[src/rtl/clkcond_pkg.sv]
package clkcond_pkg;

   // single-cycle markers for edges of the derived processor clock
   typedef struct packed {
      logic rise;
      logic fall;
   } edge_ticks_t;

endpackage

[src/rtl/clkcond_divider.sv]
module clkcond_divider
   import clkcond_pkg::*;
#(
   parameter int DIV  = 3,
   parameter int HIGH = 1
) (
   input  logic        clk,
   input  logic        arst_n,
   output logic        proc_clk,
   output logic        periph_clk,
   output logic        osc_en,
   output edge_ticks_t ticks
);
   localparam int CW = (DIV > 2) ? $clog2(DIV) : 1;
   localparam logic [CW-1:0] LAST   = CW'(DIV - 1);
   localparam logic [CW-1:0] HI_END = CW'(HIGH - 1);
   localparam logic [CW-1:0] HI_LIM = CW'(HIGH);

   generate
      if (DIV < 2 || HIGH < 1 || HIGH >= DIV) begin : g_bad_cfg
         $error("clkcond_divider: HIGH must lie in 1..DIV-1");
      end
   endgenerate

   logic [CW-1:0] cnt;
   logic [CW-1:0] cnt_nxt;

   always_comb begin
      cnt_nxt    = (cnt == LAST) ? '0 : cnt + 1'b1;
      ticks.rise = (cnt == LAST);
      ticks.fall = (cnt == HI_END);
   end

   always_ff @(posedge clk or negedge arst_n) begin
      if (!arst_n) begin
         cnt        <= LAST;
         proc_clk   <= 1'b0;
         periph_clk <= 1'b0;
         osc_en     <= 1'b0;
      end else begin
         cnt      <= cnt_nxt;
         proc_clk <= (cnt_nxt < HI_LIM);
         osc_en   <= 1'b1;
         if (ticks.rise) periph_clk <= ~periph_clk;
      end
   end

   // the phase marked as a rise leads to a high processor clock
   p_rise_high_r1: assert property (@(posedge clk) disable iff (!arst_n)
      ticks.rise |=> proc_clk);
   // the phase marked as a fall leads to a low processor clock
   p_fall_low_r1: assert property (@(posedge clk) disable iff (!arst_n)
      ticks.fall |=> !proc_clk);
   // peripheral clock moves only together with a processor clock rise
   p_periph_on_rise_r2: assert property (@(posedge clk) disable iff (!arst_n)
      !$stable(periph_clk) |-> $rose(proc_clk));
   // enable never drops once running
   p_osc_hold_r3: assert property (@(posedge clk) disable iff (!arst_n)
      osc_en |=> osc_en);
endmodule

[src/rtl/clkcond_rst_sync.sv]
module clkcond_rst_sync #(
   parameter int STAGES = 2
) (
   input  logic clk,
   input  logic arst_n,
   input  logic fall_tick,
   input  logic ext_rst_n,
   output logic rst_out
);
   generate
      if (STAGES < 1 || STAGES > 8) begin : g_bad_cfg
         $error("clkcond_rst_sync: STAGES must lie in 1..8");
      end
   endgenerate

   logic [STAGES-1:0] chain;

   generate
      for (genvar i = 0; i < STAGES; i++) begin : g_stage
         logic d;
         if (i == 0) begin : g_head
            assign d = ~ext_rst_n;
         end else begin : g_link
            assign d = chain[i-1];
         end
         always_ff @(posedge clk or negedge arst_n) begin
            if (!arst_n)        chain[i] <= 1'b1;
            else if (fall_tick) chain[i] <= d;
         end
      end
   endgenerate

   assign rst_out = chain[STAGES-1];

   // output moves only after an edge marked as a processor clock fall
   p_rst_on_fall_r5: assert property (@(posedge clk) disable iff (!arst_n)
      !$stable(rst_out) |-> $past(fall_tick));
   // a held request keeps the chain head asserted after the next fall
   p_rst_head_r4: assert property (@(posedge clk) disable iff (!arst_n)
      (fall_tick && !ext_rst_n) |=> chain[0]);
endmodule

[src/rtl/clkcond_rdy_sync.sv]
module clkcond_rdy_sync #(
   parameter int SHORT = 1,
   parameter int LONG  = 2
) (
   input  logic clk,
   input  logic arst_n,
   input  logic rise_tick,
   input  logic rdy_a,
   input  logic aen_a_n,
   input  logic rdy_b,
   input  logic aen_b_n,
   input  logic one_stage,
   input  logic hold_off,
   output logic ready
);
   generate
      if (SHORT < 1 || LONG <= SHORT || LONG > 8) begin : g_bad_cfg
         $error("clkcond_rdy_sync: need 1 <= SHORT < LONG <= 8");
      end
   endgenerate

   logic            merged;
   logic [LONG-1:0] stg;

   assign merged = (rdy_a & ~aen_a_n) | (rdy_b & ~aen_b_n);

   generate
      for (genvar i = 0; i < LONG; i++) begin : g_stage
         logic d;
         if (i == 0) begin : g_head
            assign d = merged;
         end else begin : g_link
            assign d = stg[i-1];
         end
         always_ff @(posedge clk or negedge arst_n) begin
            if (!arst_n)        stg[i] <= 1'b0;
            else if (rise_tick) stg[i] <= d;
         end
      end
   endgenerate

   assign ready = (one_stage ? stg[SHORT-1] : stg[LONG-1]) & ~hold_off;

   // first stage loads only after an edge marked as a processor clock rise
   p_stage_on_rise_r10: assert property (@(posedge clk) disable iff (!arst_n)
      !$stable(stg[0]) |-> $past(rise_tick));
   // with both enables inactive a rise loads a zero
   p_gate_off_r6: assert property (@(posedge clk) disable iff (!arst_n)
      (rise_tick && aen_a_n && aen_b_n) |=> !stg[0]);
   // either qualified input alone loads a one
   p_merge_or_r7: assert property (@(posedge clk) disable iff (!arst_n)
      (rise_tick && ((rdy_a && !aen_a_n) || (rdy_b && !aen_b_n))) |=> stg[0]);
endmodule

[src/rtl/clk_reset_ready_gen.sv]
module clk_reset_ready_gen
   import clkcond_pkg::*;
#(
   parameter int DIV        = 3,
   parameter int HIGH       = 1,
   parameter int RST_STAGES = 2,
   parameter int RDY_SHORT  = 1,
   parameter int RDY_LONG   = 2
) (
   input  logic osc_clk,
   input  logic pwr_rst_n,
   input  logic res_n,
   input  logic rdy_a,
   input  logic aen_a_n,
   input  logic rdy_b,
   input  logic aen_b_n,
   input  logic one_stage_sel,
   output logic proc_clk,
   output logic periph_clk,
   output logic osc_en,
   output logic reset_out,
   output logic ready
);
   edge_ticks_t ticks;

   clkcond_divider #(.DIV(DIV), .HIGH(HIGH)) u_div (
      .clk        (osc_clk),
      .arst_n     (pwr_rst_n),
      .proc_clk   (proc_clk),
      .periph_clk (periph_clk),
      .osc_en     (osc_en),
      .ticks      (ticks)
   );

   clkcond_rst_sync #(.STAGES(RST_STAGES)) u_rst (
      .clk       (osc_clk),
      .arst_n    (pwr_rst_n),
      .fall_tick (ticks.fall),
      .ext_rst_n (res_n),
      .rst_out   (reset_out)
   );

   clkcond_rdy_sync #(.SHORT(RDY_SHORT), .LONG(RDY_LONG)) u_rdy (
      .clk       (osc_clk),
      .arst_n    (pwr_rst_n),
      .rise_tick (ticks.rise),
      .rdy_a     (rdy_a),
      .aen_a_n   (aen_a_n),
      .rdy_b     (rdy_b),
      .aen_b_n   (aen_b_n),
      .one_stage (one_stage_sel),
      .hold_off  (reset_out),
      .ready     (ready)
   );

   // conditioned reset moves only together with a processor clock fall
   p_rst_with_fall_r5: assert property (@(posedge osc_clk) disable iff (!pwr_rst_n)
      !$stable(reset_out) |-> $fell(proc_clk));
   // a processor clock high phase lasts a single source cycle
   p_proc_short_high_r1: assert property (@(posedge osc_clk) disable iff (!pwr_rst_n)
      (HIGH == 1 && proc_clk) |=> !proc_clk);
endmodule

[config.mk]
export PLATFORM = sky130hd
export DESIGN_NAME = clk_reset_ready_gen
export DESIGN_NICKNAME = d
export VERILOG_FILES = /design/src/rtl/clkcond_pkg.sv /design/src/rtl/clkcond_divider.sv /design/src/rtl/clkcond_rst_sync.sv /design/src/rtl/clkcond_rdy_sync.sv /design/src/rtl/clk_reset_ready_gen.sv
export SDC_FILE = /design/constraint.sdc
export NUM_CORES = 1
export LEC_CHECK = 0
export BUFFER_PORTS_ARGS = -buffer_cell sky130_fd_sc_hd__clkbuf_2
export CAP_MARGIN = 20
export CORE_MARGIN = 4
export CORE_UTILIZATION = 25
export CTS_CLUSTER_SIZE = 30
export DETAILED_ROUTE_END_ITERATION = 6
export REMOVE_ABC_BUFFERS = 1
export SYNTH_ARGS = -nofsm -noshare
export SYNTH_HDL_FRONTEND = slang
export SYNTH_SLANG_ARGS = --single-unit
[constraint.sdc]
create_clock -name osc_clk -period 1.19 [get_ports osc_clk]
set_input_delay 0.0595 -clock osc_clk [delete_from_list [all_inputs] [get_ports osc_clk]]
set_output_delay 0.0595 -clock osc_clk [all_outputs]
set_load 0.05 [all_outputs]
## Yosys cells after proc, flatten, opt, wreduce, memory -nomap -nowiden

Index checks and enable logic that the tools add are counted.

| cells by class | value |
|---|---|
| add/sub/neg operators | 1 |
| muxes and demuxes | 2 |
| bitwise operators | 9 |
| magnitude comparators | 1 |
| eq/ne operators | 1 |
| reductions and logical operators | 1 |

Operators with widths:

| operator | number |
|---|---|
| $not A1 Y1 | 5 |
| $and A1 B1 Y1 | 3 |
| $add A2 B1 Y2 const B | 1 |
| $eq A2 B2 Y1 const B | 1 |
| $logic_not A2 Y1 | 1 |
| $lt A2 B1 Y1 const B | 1 |
| $mux W2 | 1 |
| $mux W1 | 1 |
| $or A1 B1 Y1 | 1 |

| storage, ports and cells | value |
|---|---|
| flip-flop bits (word level) | 9 |
| logic and storage cells | 23 |
| output and inout bits | 5 |
| input bits | 8 |

## Longest topological paths before layout

Gate-level depths: netlist of the first run.

| depth | value |
|---|---|
| depth after elaboration | 3 |
| gate-level depth with buffers | 3 |

## Modules after synthesis

Synthesis of the first run repeated with hierarchy kept, for this count alone.

| unflattened totals | value |
|---|---|
| cell total of the unflattened synthesis | 26 |
| area, all modules | 362.8 µm² |

By module, submodules not included:

| module | area each (µm²) | cells each | seq. area each (µm²) | times used |
|---|---|---|---|---|
| clkcond_divider | 183.9 | 12 | 126.4 | 1 |
| clkcond_rdy_sync | 97.6 | 9 | 50.0 | 1 |
| clkcond_rst_sync | 81.3 | 5 | 52.6 | 1 |

## Least setup slack after synthesis of the first run

No wires, ideal clock.

| path | value |
|---|---|
| path kind | reg-to-output |
| from | reg u_rst.chain[1], in the netlist u_rst.rst_out |
| to | out ready |
| cell stages (with the launch flop) | 2 |
| slack | -0.002 ns |
| arrival | 1.132 ns |
| path buffers | 0 |
| path through | dfstp_2 > nor2_1 |

| on the way | value |
|---|---|
| longest elaborated chain between the ends | 2 |

RTL lines:

| item | RTL line | RTL |
|---|---|---|
| from (decl) | clkcond_rst_sync.sv:16 | `logic [STAGES-1:0] chain;` |
| from (signal, indexed assignment) | clkcond_rst_sync.sv:27 | `if (!arst_n) chain[i] <= 1'b1;` |
| from (signal, indexed assignment) | clkcond_rst_sync.sv:28 | `else if (fall_tick) chain[i] <= d;` |
| $not A1 Y1 | clkcond_rdy_sync.sv:42 | `assign ready = (one_stage ? stg[SHORT-1] : stg[LONG-1]) & ~hold_off;` |
| $and A1 B1 Y1 | clkcond_rdy_sync.sv:42 |  |
| to (decl) | clk_reset_ready_gen.sv:22 | `output logic ready` |

No other way between the ends.

## Worst setup path after layout of the first run

Same ends and word-level chain as after synthesis.

==> results of run 1 <==
==> registers in the layout, summed over array words and instances, names as in the netlist <==
signal / count
u_div.cnt: 2
u_div.osc_en: 1
u_div.periph_clk: 1
u_div.proc_clk: 1
u_rdy.g_stage.d: 1
u_rdy.stg: 1
u_rst.g_stage.d: 1
u_rst.rst_out: 1
==> worst min-delay path by stage <==
| stage | end |
|---|---|
| 3_5_place_dp | u_div.proc_clk$_DFF_PN0_ |
| 2_1_floorplan | u_div.cnt[0]$_DFF_PN0_ |
| 4_1_cts | u_rdy.g_stage[1].d$_DFFE_PN0N_ |
| 3_3_place_gp | u_div.proc_clk$_DFF_PN0_ |
| 6_report | u_rdy.g_stage[1].d$_DFFE_PN0N_ |
| 5_1_grt | u_rdy.g_stage[1].d$_DFFE_PN0N_ |
==> report_power, final <==
part / leakage [nW] / internal [mW] / switching [mW]
sequential: 0.105 / 0.320 / 0.00565
clock: 0.0150 / 0.129 / 0.0982
combinational: 0.114 / 0.0263 / 0.0392
==> kinds of logic after synthesis <==
| kind of cell | after synthesis |
|---|---|
| xor+xnor | 1 |
| mux | 3 |
| buf+inv | 3 |
| flops | 9 |
| simple gates | 5 |
| other cells | 1 |
| compound gates | 4 |
==> layout make-up <==
cell class / instances / area (um^2)
Tap cell: 15 / 18.8
Clock buffer: 4 / 26.3
Inverter: 2 / 7.51
Sequential cell: 9 / 229
Timing Repair Buffer: 14 / 80.1
Multi-Input combinational cell: 14 / 100
Fill cell: 140 / 823
==> stage by stage <==
step                      TNS [ns]  hold WS [ns]  setup slack (ns)  utilization [%]  area [um^2]
final                            0        0.0905            0.0659             35.9          462
after global routing             0        0.0995            0.0114             35.9          462
after CTS                        0        0.0849            0.0490             35.9          462
after detailed placement         0       -0.0763            0.0923             32.3          415
after global placement           0       -0.0795             0.116             32.3          415
after floorplan           -0.00183        -0.236          -0.00183                -          337
==> per-layer routing <==
| layer | up-vias | part of all wire [%] |
|---|---|---|
| met5 | - | 0 |
| met4 | 0 | 2.6 |
| met3 | 2 | 7.1 |
| met2 | 9 | 51 |
| met1 | 106 | 39 |
| li1 | 119 | - |
==> cell usage after synthesis (all sizes together) <==
cell type,instances
dfrtp,6
dfstp,3
inv,2
mux2,2
nor2,2
o21ai,2
a22oi,1
clkbuf,1
conb,1
mux2i,1
nand2,1
nand2b,1
nor2b,1
o31ai,1
xnor2,1
==> worst reg2reg max path, cell delays in order, from the launching register on <==
cell and delay (ns):
dfstp_2 0.58, nand2b_2 0.11, mux2_4 0.31
==> repair_timing <==
item | in CTS | in global routing
endpoints found under the setup margin | 0 | 0
hold endpoints to repair | 10 | 0
hold buffers | 2 | 0
==> flow_summary_export.csv, run 1 <==
group,metric,value,unit
status,run_status,"finished, final reports clean",
sta,max_freq,890,MHz
finish,final_nets,52,
synth,syn_area_per_cell,13.1,um^2
sta,fin_crit,1.12,ns
synth,synth_seq_cells,9,
clock_network,numClockSinks,9,
critical_path,critical-path-max-stage-delay,0.54,ns
floorplanning,die_y,44.9,um
finish,drive_above_1_share,46.5,%
clock_network,cts_buffers,3,
global_route,met2_usage,10.3,%
finish,mostFrequentLayoutCell,"clkbuf_2",
sta,rsz0062_at_grt,"false",
run,maxCapViolCount,0,
routing,vias,236,
sta,finalSetupViolations,0,
clock_network,clk_pin_slew,0.06,ns
clock_network,h-tree-depth,1,
floorplanning,design.portCount,13,
synth,synth_simple_gate_area_share,7.72,%
synth,muxShareOfSynthArea,10.7,%
global_route,met1_usage,7.54,%
clock_network,insertion_delay,0.25,ns
synth,synth_area_leaders,"dfrtp_1 (44%), dfstp_2 (23%), mux2_4 (4.4%), mux2_1 (3.3%), mux2i_1 (2.9%)",
clock_network,cts_buffer_depth,2,
floorplanning,die_area,2020,um^2
clock_network,root_buffer,"clkbuf_4",
critical_path,r2r_start,"u_div.cnt[1]$_DFF_PN1_",
critical_path,crit_end,"ready",
power_and_ir_drop,power,0.618,mW
routing,drtAntennaViolNets,0,
sta,timing.final.crit_share,94.5,%
finish,layout_common_cells,"clkbuf_2 (12), dfrtp_1 (6), clkbuf_4 (3), dfstp_2 (3)",
critical_path,setup.worst_path.start_class,"flip-flop",
power_and_ir_drop,p_per_area,1340,nW/um^2
placed_design,io_buffer_count,12,
critical_path,r2r-end,"u_rdy.stg[1]$_DFFE_PN0N_",
synth,syn_inst,26,
global_route,grt_util_met3,2.39,%
synth,yosys_warnings,0,
critical_path,worstSetupPathType,"reg2out",
floorplanning,row_count,13,
synth,yosysSeqAreaShare,67.3,%
power_and_ir_drop,p_leak,0.234,nW
global_route,antenna_found_initial,0,
synth,synth_compound_area_share,7.35,%
floorplanning,fp.dieW,44.9,um
global_route,grt_pass1_vias,212,
critical_path,worst_r2r_path_depth,2,
clock_network,cts_tree,"yes",
synth,synth_largest_area_cell,"dfrtp_1",
routing,vias_per_cell,4.07,
clock_network,cts_resized,0,
synth,synth_top_family_by_area,"multiplexers",
global_route,grt_max_degree,10,
critical_path,setup.worst_path.start,"u_rst.rst_out$_DFFE_PN1N_",
clock_network,cts_setup_buffers,0,
critical_path,cp.arrival,1.06,ns
finish,syn2layout_area_growth,35.7,%
finish,fin_cells,58,
routing,drc,0,
floorplanning,core-area,1280,um^2
sta,hold_viol,0,
critical_path,cpLargestDelayFamily,"flip-flops",
critical_path,rrSetupSlack,0.08,ns
global_route,grt.busiest_layer,"met2",
critical_path,cp_num_buf_inv,1,
worst_hold_path,holdCritPathClass,"in2reg",
routing,wl_per_cell,9.97,um
critical_path,crit_slowest_cell,"dfstp_2",
routing,drt_iter0_drc,0,
placed_design,dp_hpwl,484,um
synth,synth_top_cell_area_share,44.1,%
finish,diodes,0,
power_and_ir_drop,peakVddDrop,0.577,mV
routing,first_pass_iters,1,
critical_path,cp_max_fo,3,
critical_path,end_kind,"output pin",
global_route,grt_pass1_wl,910,um
critical_path,crit_cells,2,
global_route,track_usage,6.98,%
critical_path,worstPathCellList,"nor2_1 > clkbuf_2",
critical_path,cp.required,1.13,ns
worst_hold_path,whs_path_depth,3,
routing,wirelength,578,um
worst_hold_path,min_from,"rdy_b",
sta,finalMaxSlewViolations,0,
synth,ys_types,17,
global_route,gr-total-overflow,0,
floorplanning,initial_core_util,26.5,%
placed_design,dp_cells,52,
placed_design,gp_congestion,0.564,
synth,syn_area,340,um^2
sta,skew,0.00138,ns
synth,synthAdderAreaFrac,0,%
synth,synth_xor_area_share,2.57,%
Power figures use the tool's default switching activity.
==> inputs of run 2 (changes only) <==
CTS_CLUSTER_DIAMETER = 150   (was default)
clock period = 0.95 ns   (was 1.19 ns; I/O delays follow)
==> flow_summary_export.csv, run 2 (synthesis gave the netlist of run 1 again) <==
group,metric,value,unit
worst_hold_path,holdCritPathClass,"in2reg",
finish,fillers,119,
routing,wl_per_cell,9.38,um
power_and_ir_drop,pwr-share-seq,50.4,%
critical_path,cp_num_buf_inv,1,
status,violations,"setup timing",
finish,syn2layout_area_growth,64.0,%
critical_path,r2r_start,"u_div.cnt[1]$_DFF_PN1_",
power_and_ir_drop,p_leak,0.284,nW
critical_path,worstSetupPathType,"reg2out",
clock_network,root_buffer,"clkbuf_4",
global_route,gr-total-overflow,0,
clock_network,clk_pin_slew,0.06,ns
routing,first_pass_iters,1,
worst_hold_path,min_delay_worst_endpoint,"u_rdy.g_stage[1].d$_DFFE_PN0N_",
power_and_ir_drop,power_frac_comb,13.4,%
finish,mostFrequentLayoutCell,"clkbuf_2",
clock_network,cts_tree,"yes",
critical_path,r2r-end,"u_rdy.stg[1]$_DFFE_PN0N_",
sta,finalSetupViolations,6,
sta,timing.final.crit_share,112,%
power_and_ir_drop,switching_share,24.0,%
critical_path,critical-path-max-stage-delay,0.38,ns
critical_path,rrSetupSlack,-0.09,ns
placed_design,gp_congestion,0.641,
sta,fin_ws,-0.112,ns
critical_path,cpLargestDelayFamily,"flip-flops",
critical_path,crit_slowest_cell,"dfrtp_1",
critical_path,cp_max_fo,2,
power_and_ir_drop,p_per_area,1450,nW/um^2
sta,hold_viol,0,
critical_path,crit_cells,3,
placed_design,io_buffer_count,12,
run,maxCapViolCount,0,
finish,final_nets,58,
global_route,grt_max_degree,10,
clock_network,h-tree-depth,1,
sta,finalMaxSlewViolations,0,
worst_hold_path,min_from,"rdy_b",
global_route,grt_pass1_vias,262,
floorplanning,row_count,13,
floorplanning,initial_core_util,26.5,%
critical_path,cp.required,0.90,ns
worst_hold_path,whs_path_depth,3,
sta,fin_crit,1.06,ns
finish,fin_cells,64,
routing,vias_per_cell,4.02,
clock_network,insertion_delay,0.26,ns
critical_path,worstPathCellList,"mux2i_1 > nor2_2 > buf_8",
placed_design,dp_cells,56,
finish,layout_common_cells,"clkbuf_2 (9), dfrtp_1 (6), clkbuf_4 (4), buf_4 (4)",
finish,regMostFlops,"u_div.cnt",
global_route,grt_pass1_wl,993,um
floorplanning,fp.dieW,44.9,um
floorplanning,die_area,2020,um^2
critical_path,setup.worst_path.start_class,"flip-flop",
finish,diodes,0,
finish,drive_above_1_share,65.3,%
clock_network,cts_buffers,3,
sta,max_freq,941,MHz
clock_network,numClockSinks,9,
floorplanning,die_y,44.9,um
global_route,antenna_found_initial,0,
power_and_ir_drop,clkPwrFrac,36.2,%
routing,drc,0,
routing,drt_iter0_drc,0,
critical_path,worst_r2r_path_depth,2,
sta,skew,0.00397,ns
power_and_ir_drop,intPower,0.616,mW
placed_design,dp_hpwl,435,um
power_and_ir_drop,p_sw,0.195,mW
critical_path,end_kind,"output pin",
status,run_status,"finished with violations",
sta,rsz0062_at_grt,"true",
finish,largest_reg_flops,2,
clock_network,cts_buffer_depth,2,
routing,drtAntennaViolNets,0,
finish,fin_util,43.4,%
power_and_ir_drop,peakVddDrop,0.480,mV
floorplanning,design.portCount,13,
floorplanning,core-area,1280,um^2
routing,wirelength,600,um
global_route,track_usage,7.11,%
critical_path,cp.arrival,1.01,ns
routing,vias,257,
-- run 2: through the flow --
stage | hold WS [ns] | power, mW | setup slack, ns | setup TNS (ns) | cell area, um^2
4_1_cts | 0.0654 | 0.798 | -0.122 | -0.419 | 527
6_report | 0.0673 | 0.811 | -0.112 | -0.361 | 558
3_3_place_gp | -0.0926 | 0.489 | -0.0558 | -0.111 | 445
2_1_floorplan | -0.248 | 0.459 | -0.230 | -0.372 | 337
3_5_place_dp | -0.0895 | 0.491 | -0.0638 | -0.149 | 445
5_1_grt | 0.0891 | 0.860 | -0.171 | -0.570 | 558
-- run 2: routing by layer --
metal  share of wire (%)  GRT usage (%)
met1                  38           6.68
met3                 6.0           2.39
met2                  55           12.6
met4                 1.7           5.26
met5                   0              0
-- run 2: what timing repair did --
item,in CTS,in global routing
hold endpoints to repair,10,0
pin swaps,1,0
setup buffers,1,1
endpoints found under the setup margin,7,7
gates resized for setup,8,9
hold buffers,2,0
-- run 2: worst register-to-register path: cells and delay by family, from the launching register on --
family | cells | cell delay [ns]
mux | 1 | 0.29
flops | 1 | 0.58
simple gates | 1 | 0.07
-- run 2: final cells by class --
class	count	area, um^2	area share (%)
clock buffer	4	26.3	4.71
sequential	9	229	41.0
timing repair buffer	20	151	27.1
tap	15	18.8	3.36
inverter	2	7.51	1.35
multi-input combinational	14	125	22.4
-- run 2: worst max path at each step --
stage,startpoint,to,slack (ns)
2_1_floorplan,u_rst.rst_out$_DFFE_PN1N_,ready,-0.23
4_1_cts,u_rst.rst_out$_DFFE_PN1N_,reset_out,-0.12
5_1_grt,u_rdy.g_stage[1].d$_DFFE_PN0N_,ready,-0.17
3_5_place_dp,u_div.cnt[1]$_DFF_PN1_,u_rdy.stg[1]$_DFFE_PN0N_,-0.06
3_3_place_gp,u_div.cnt[1]$_DFF_PN1_,u_rdy.stg[1]$_DFFE_PN0N_,-0.06
6_report,u_rdy.g_stage[1].d$_DFFE_PN0N_,ready,-0.11
-- run 2: power groups by stage --
| stage | registers [mW] | clock network, mW | logic [mW] |
|---|---|---|---|
| 5_1_grt | 0.410 | 0.333 | 0.118 |
| 3_5_place_dp | 0.414 | 0 | 0.0770 |
| 6_report | 0.408 | 0.294 | 0.109 |
| 4_1_cts | 0.407 | 0.294 | 0.0967 |
| 3_3_place_gp | 0.414 | 0 | 0.0755 |
| 2_1_floorplan | 0.428 | 0 | 0.0307 |
==> inputs of run 3 (changes only) <==
clock period = 1.1 ns   (was 0.95 ns; I/O delays follow)
==> flow_summary_export.csv, run 3 (synthesis gave the netlist of run 1 again) <==
group,metric,value,unit
routing,drc,0,
clock_network,root_buffer,"clkbuf_4",
critical_path,worstSetupPathType,"reg2reg",
finish,layout_common_cells,"clkbuf_2 (10), dfrtp_1 (6), clkbuf_4 (3), buf_4 (3), dfstp_2 (3)",
sta,hold_viol,0,
floorplanning,fp.dieW,44.9,um
critical_path,cp.arrival,1.20,ns
critical_path,setup.worst_path.start,"u_div.cnt[1]$_DFF_PN1_",
routing,wl_per_cell,9.45,um
sta,finalMaxSlewViolations,0,
status,run_status,"finished, final reports clean",
placed_design,dpl_cell_area,423,um^2
global_route,grt_pass1_wl,876,um
sta,max_freq,937,MHz
clock_network,clk_pin_slew,0.06,ns
finish,drive_above_1_share,48.9,%
clock_network,cts_tree,"yes",
floorplanning,initial_core_util,26.5,%
floorplanning,die_area,2020,um^2
routing,wirelength,567,um
floorplanning,design.portCount,13,
power_and_ir_drop,peakVddDrop,0.569,mV
global_route,met1_usage,7.98,%
floorplanning,core-area,1280,um^2
routing,drtAntennaViolNets,0,
worst_hold_path,holdCritPathClass,"in2reg",
global_route,antenna_found_initial,0,
placed_design,dp_cells,53,
finish,fin_area,488,um^2
finish,regMostFlops,"u_div.cnt",
critical_path,setup.worst_path.start_class,"flip-flop",
routing,first_pass_iters,3,
clock_network,cts_buffer_depth,2,
critical_path,r2r_start,"u_div.cnt[1]$_DFF_PN1_",
placed_design,gp_congestion,0.616,
global_route,met2_usage,8.31,%
clock_network,insertion_delay,0.25,ns
global_route,track_usage,6.30,%
finish,fin_cells,60,
run,maxCapViolCount,0,
clock_network,cts_buffers,3,
routing,vias,238,
sta,setup_tns,0,ns
sta,rsz0062_at_grt,"true",
global_route,grt.busiest_layer,"met2",
power_and_ir_drop,p_per_area,1390,nW/um^2
critical_path,cp_max_fo,6,
finish,fin_util,38.0,%
power_and_ir_drop,p_leak,0.246,nW
sta,finalSetupViolations,0,
worst_hold_path,min_from,"rdy_b",
global_route,grt_max_degree,10,
critical_path,end_kind,"flip-flop",
critical_path,cp.required,1.24,ns
power_and_ir_drop,power,0.677,mW
global_route,grt_pass1_vias,219,
finish,mostFrequentLayoutCell,"clkbuf_2",
finish,largest_reg_flops,2,
sta,fin_crit,1.07,ns
floorplanning,die_y,44.9,um
placed_design,io_buffer_count,12,
global_route,gr-total-overflow,0,
finish,syn2layout_area_growth,43.4,%
routing,drt_iter0_drc,1,
finish,diodes,0,
routing,vias_per_cell,3.97,
sta,skew,0.00394,ns
global_route,grt_util_met3,1.20,%
sta,timing.final.crit_share,97.0,%
finish,final_nets,54,
clock_network,h-tree-depth,1,
clock_network,numClockSinks,9,
floorplanning,row_count,13,
==> run 3: cell types whose count changed in the layout (fill, tap and decap cells not counted), sizes merged <==
cell,previous run,this run
buf,8,3
clkbuf,14,15
==> run 3: path summary, 6_finish.rpt <==
kind                                                  end  slack [ns]  cells after the start
max reg2reg                      u_rdy.stg[1]$_DFFE_PN0N_        0.03                      2
min                        u_rdy.g_stage[1].d$_DFFE_PN0N_        0.10                      3
min reg2reg                      u_div.proc_clk$_DFF_PN0_        0.44                      0
max                              u_rdy.stg[1]$_DFFE_PN0N_        0.03                      2
min in group asynchronous        u_div.proc_clk$_DFF_PN0_        0.18                      2
max in group asynchronous       u_rst.rst_out$_DFFE_PN1N_        0.67                      2
==> run 3: metal layers <==
layer / up-vias / wire length (um)
met5: - / 0
met4: 0 / 0
li1: 121 / -
met1: 110 / 248
met2: 7 / 279
met3: 0 / 38
==> run 3: final cells by class <==
cell class                      count  area, um^2
Tap cell                           15        18.8
Sequential cell                     9         229
Timing Repair Buffer               16         106
Multi-Input combinational cell     14         100
Clock buffer                        4        26.3
Inverter                            2        7.51
Fill cell                         131         797
==> run 3: critical path, cell delays in order (launching register included) <==
cell      delay (ns)
dfstp_2         0.57
nand2b_2        0.08
mux2_4          0.29
==> run 3: per-stage QoR <==
stage / hold WS (ns) / setup slack (ns)
5_1_grt: 0.114 / -0.0261
3_5_place_dp: -0.0818 / 0.0473
6_report: 0.100 / 0.0333
2_1_floorplan: -0.241 / -0.0873
4_1_cts: 0.101 / 0.0195
3_3_place_gp: -0.0840 / 0.0592
==> run 3: repair_timing <==
action / CTS / global route
hold endpoints to repair: 10 / 0
resized for setup: 3 / 1
hold buffers: 2 / 0
buffers inserted: 0 / 1
setup endpoints to repair: 2 / 2
==> run 3: where the power goes <==
group	total (mW)	internal [mW]	switching, mW
logic	0.0815	0.0372	0.0443
clock network	0.244	0.139	0.105
registers	0.352	0.346	0.00602
total	0.677	0.522	0.155
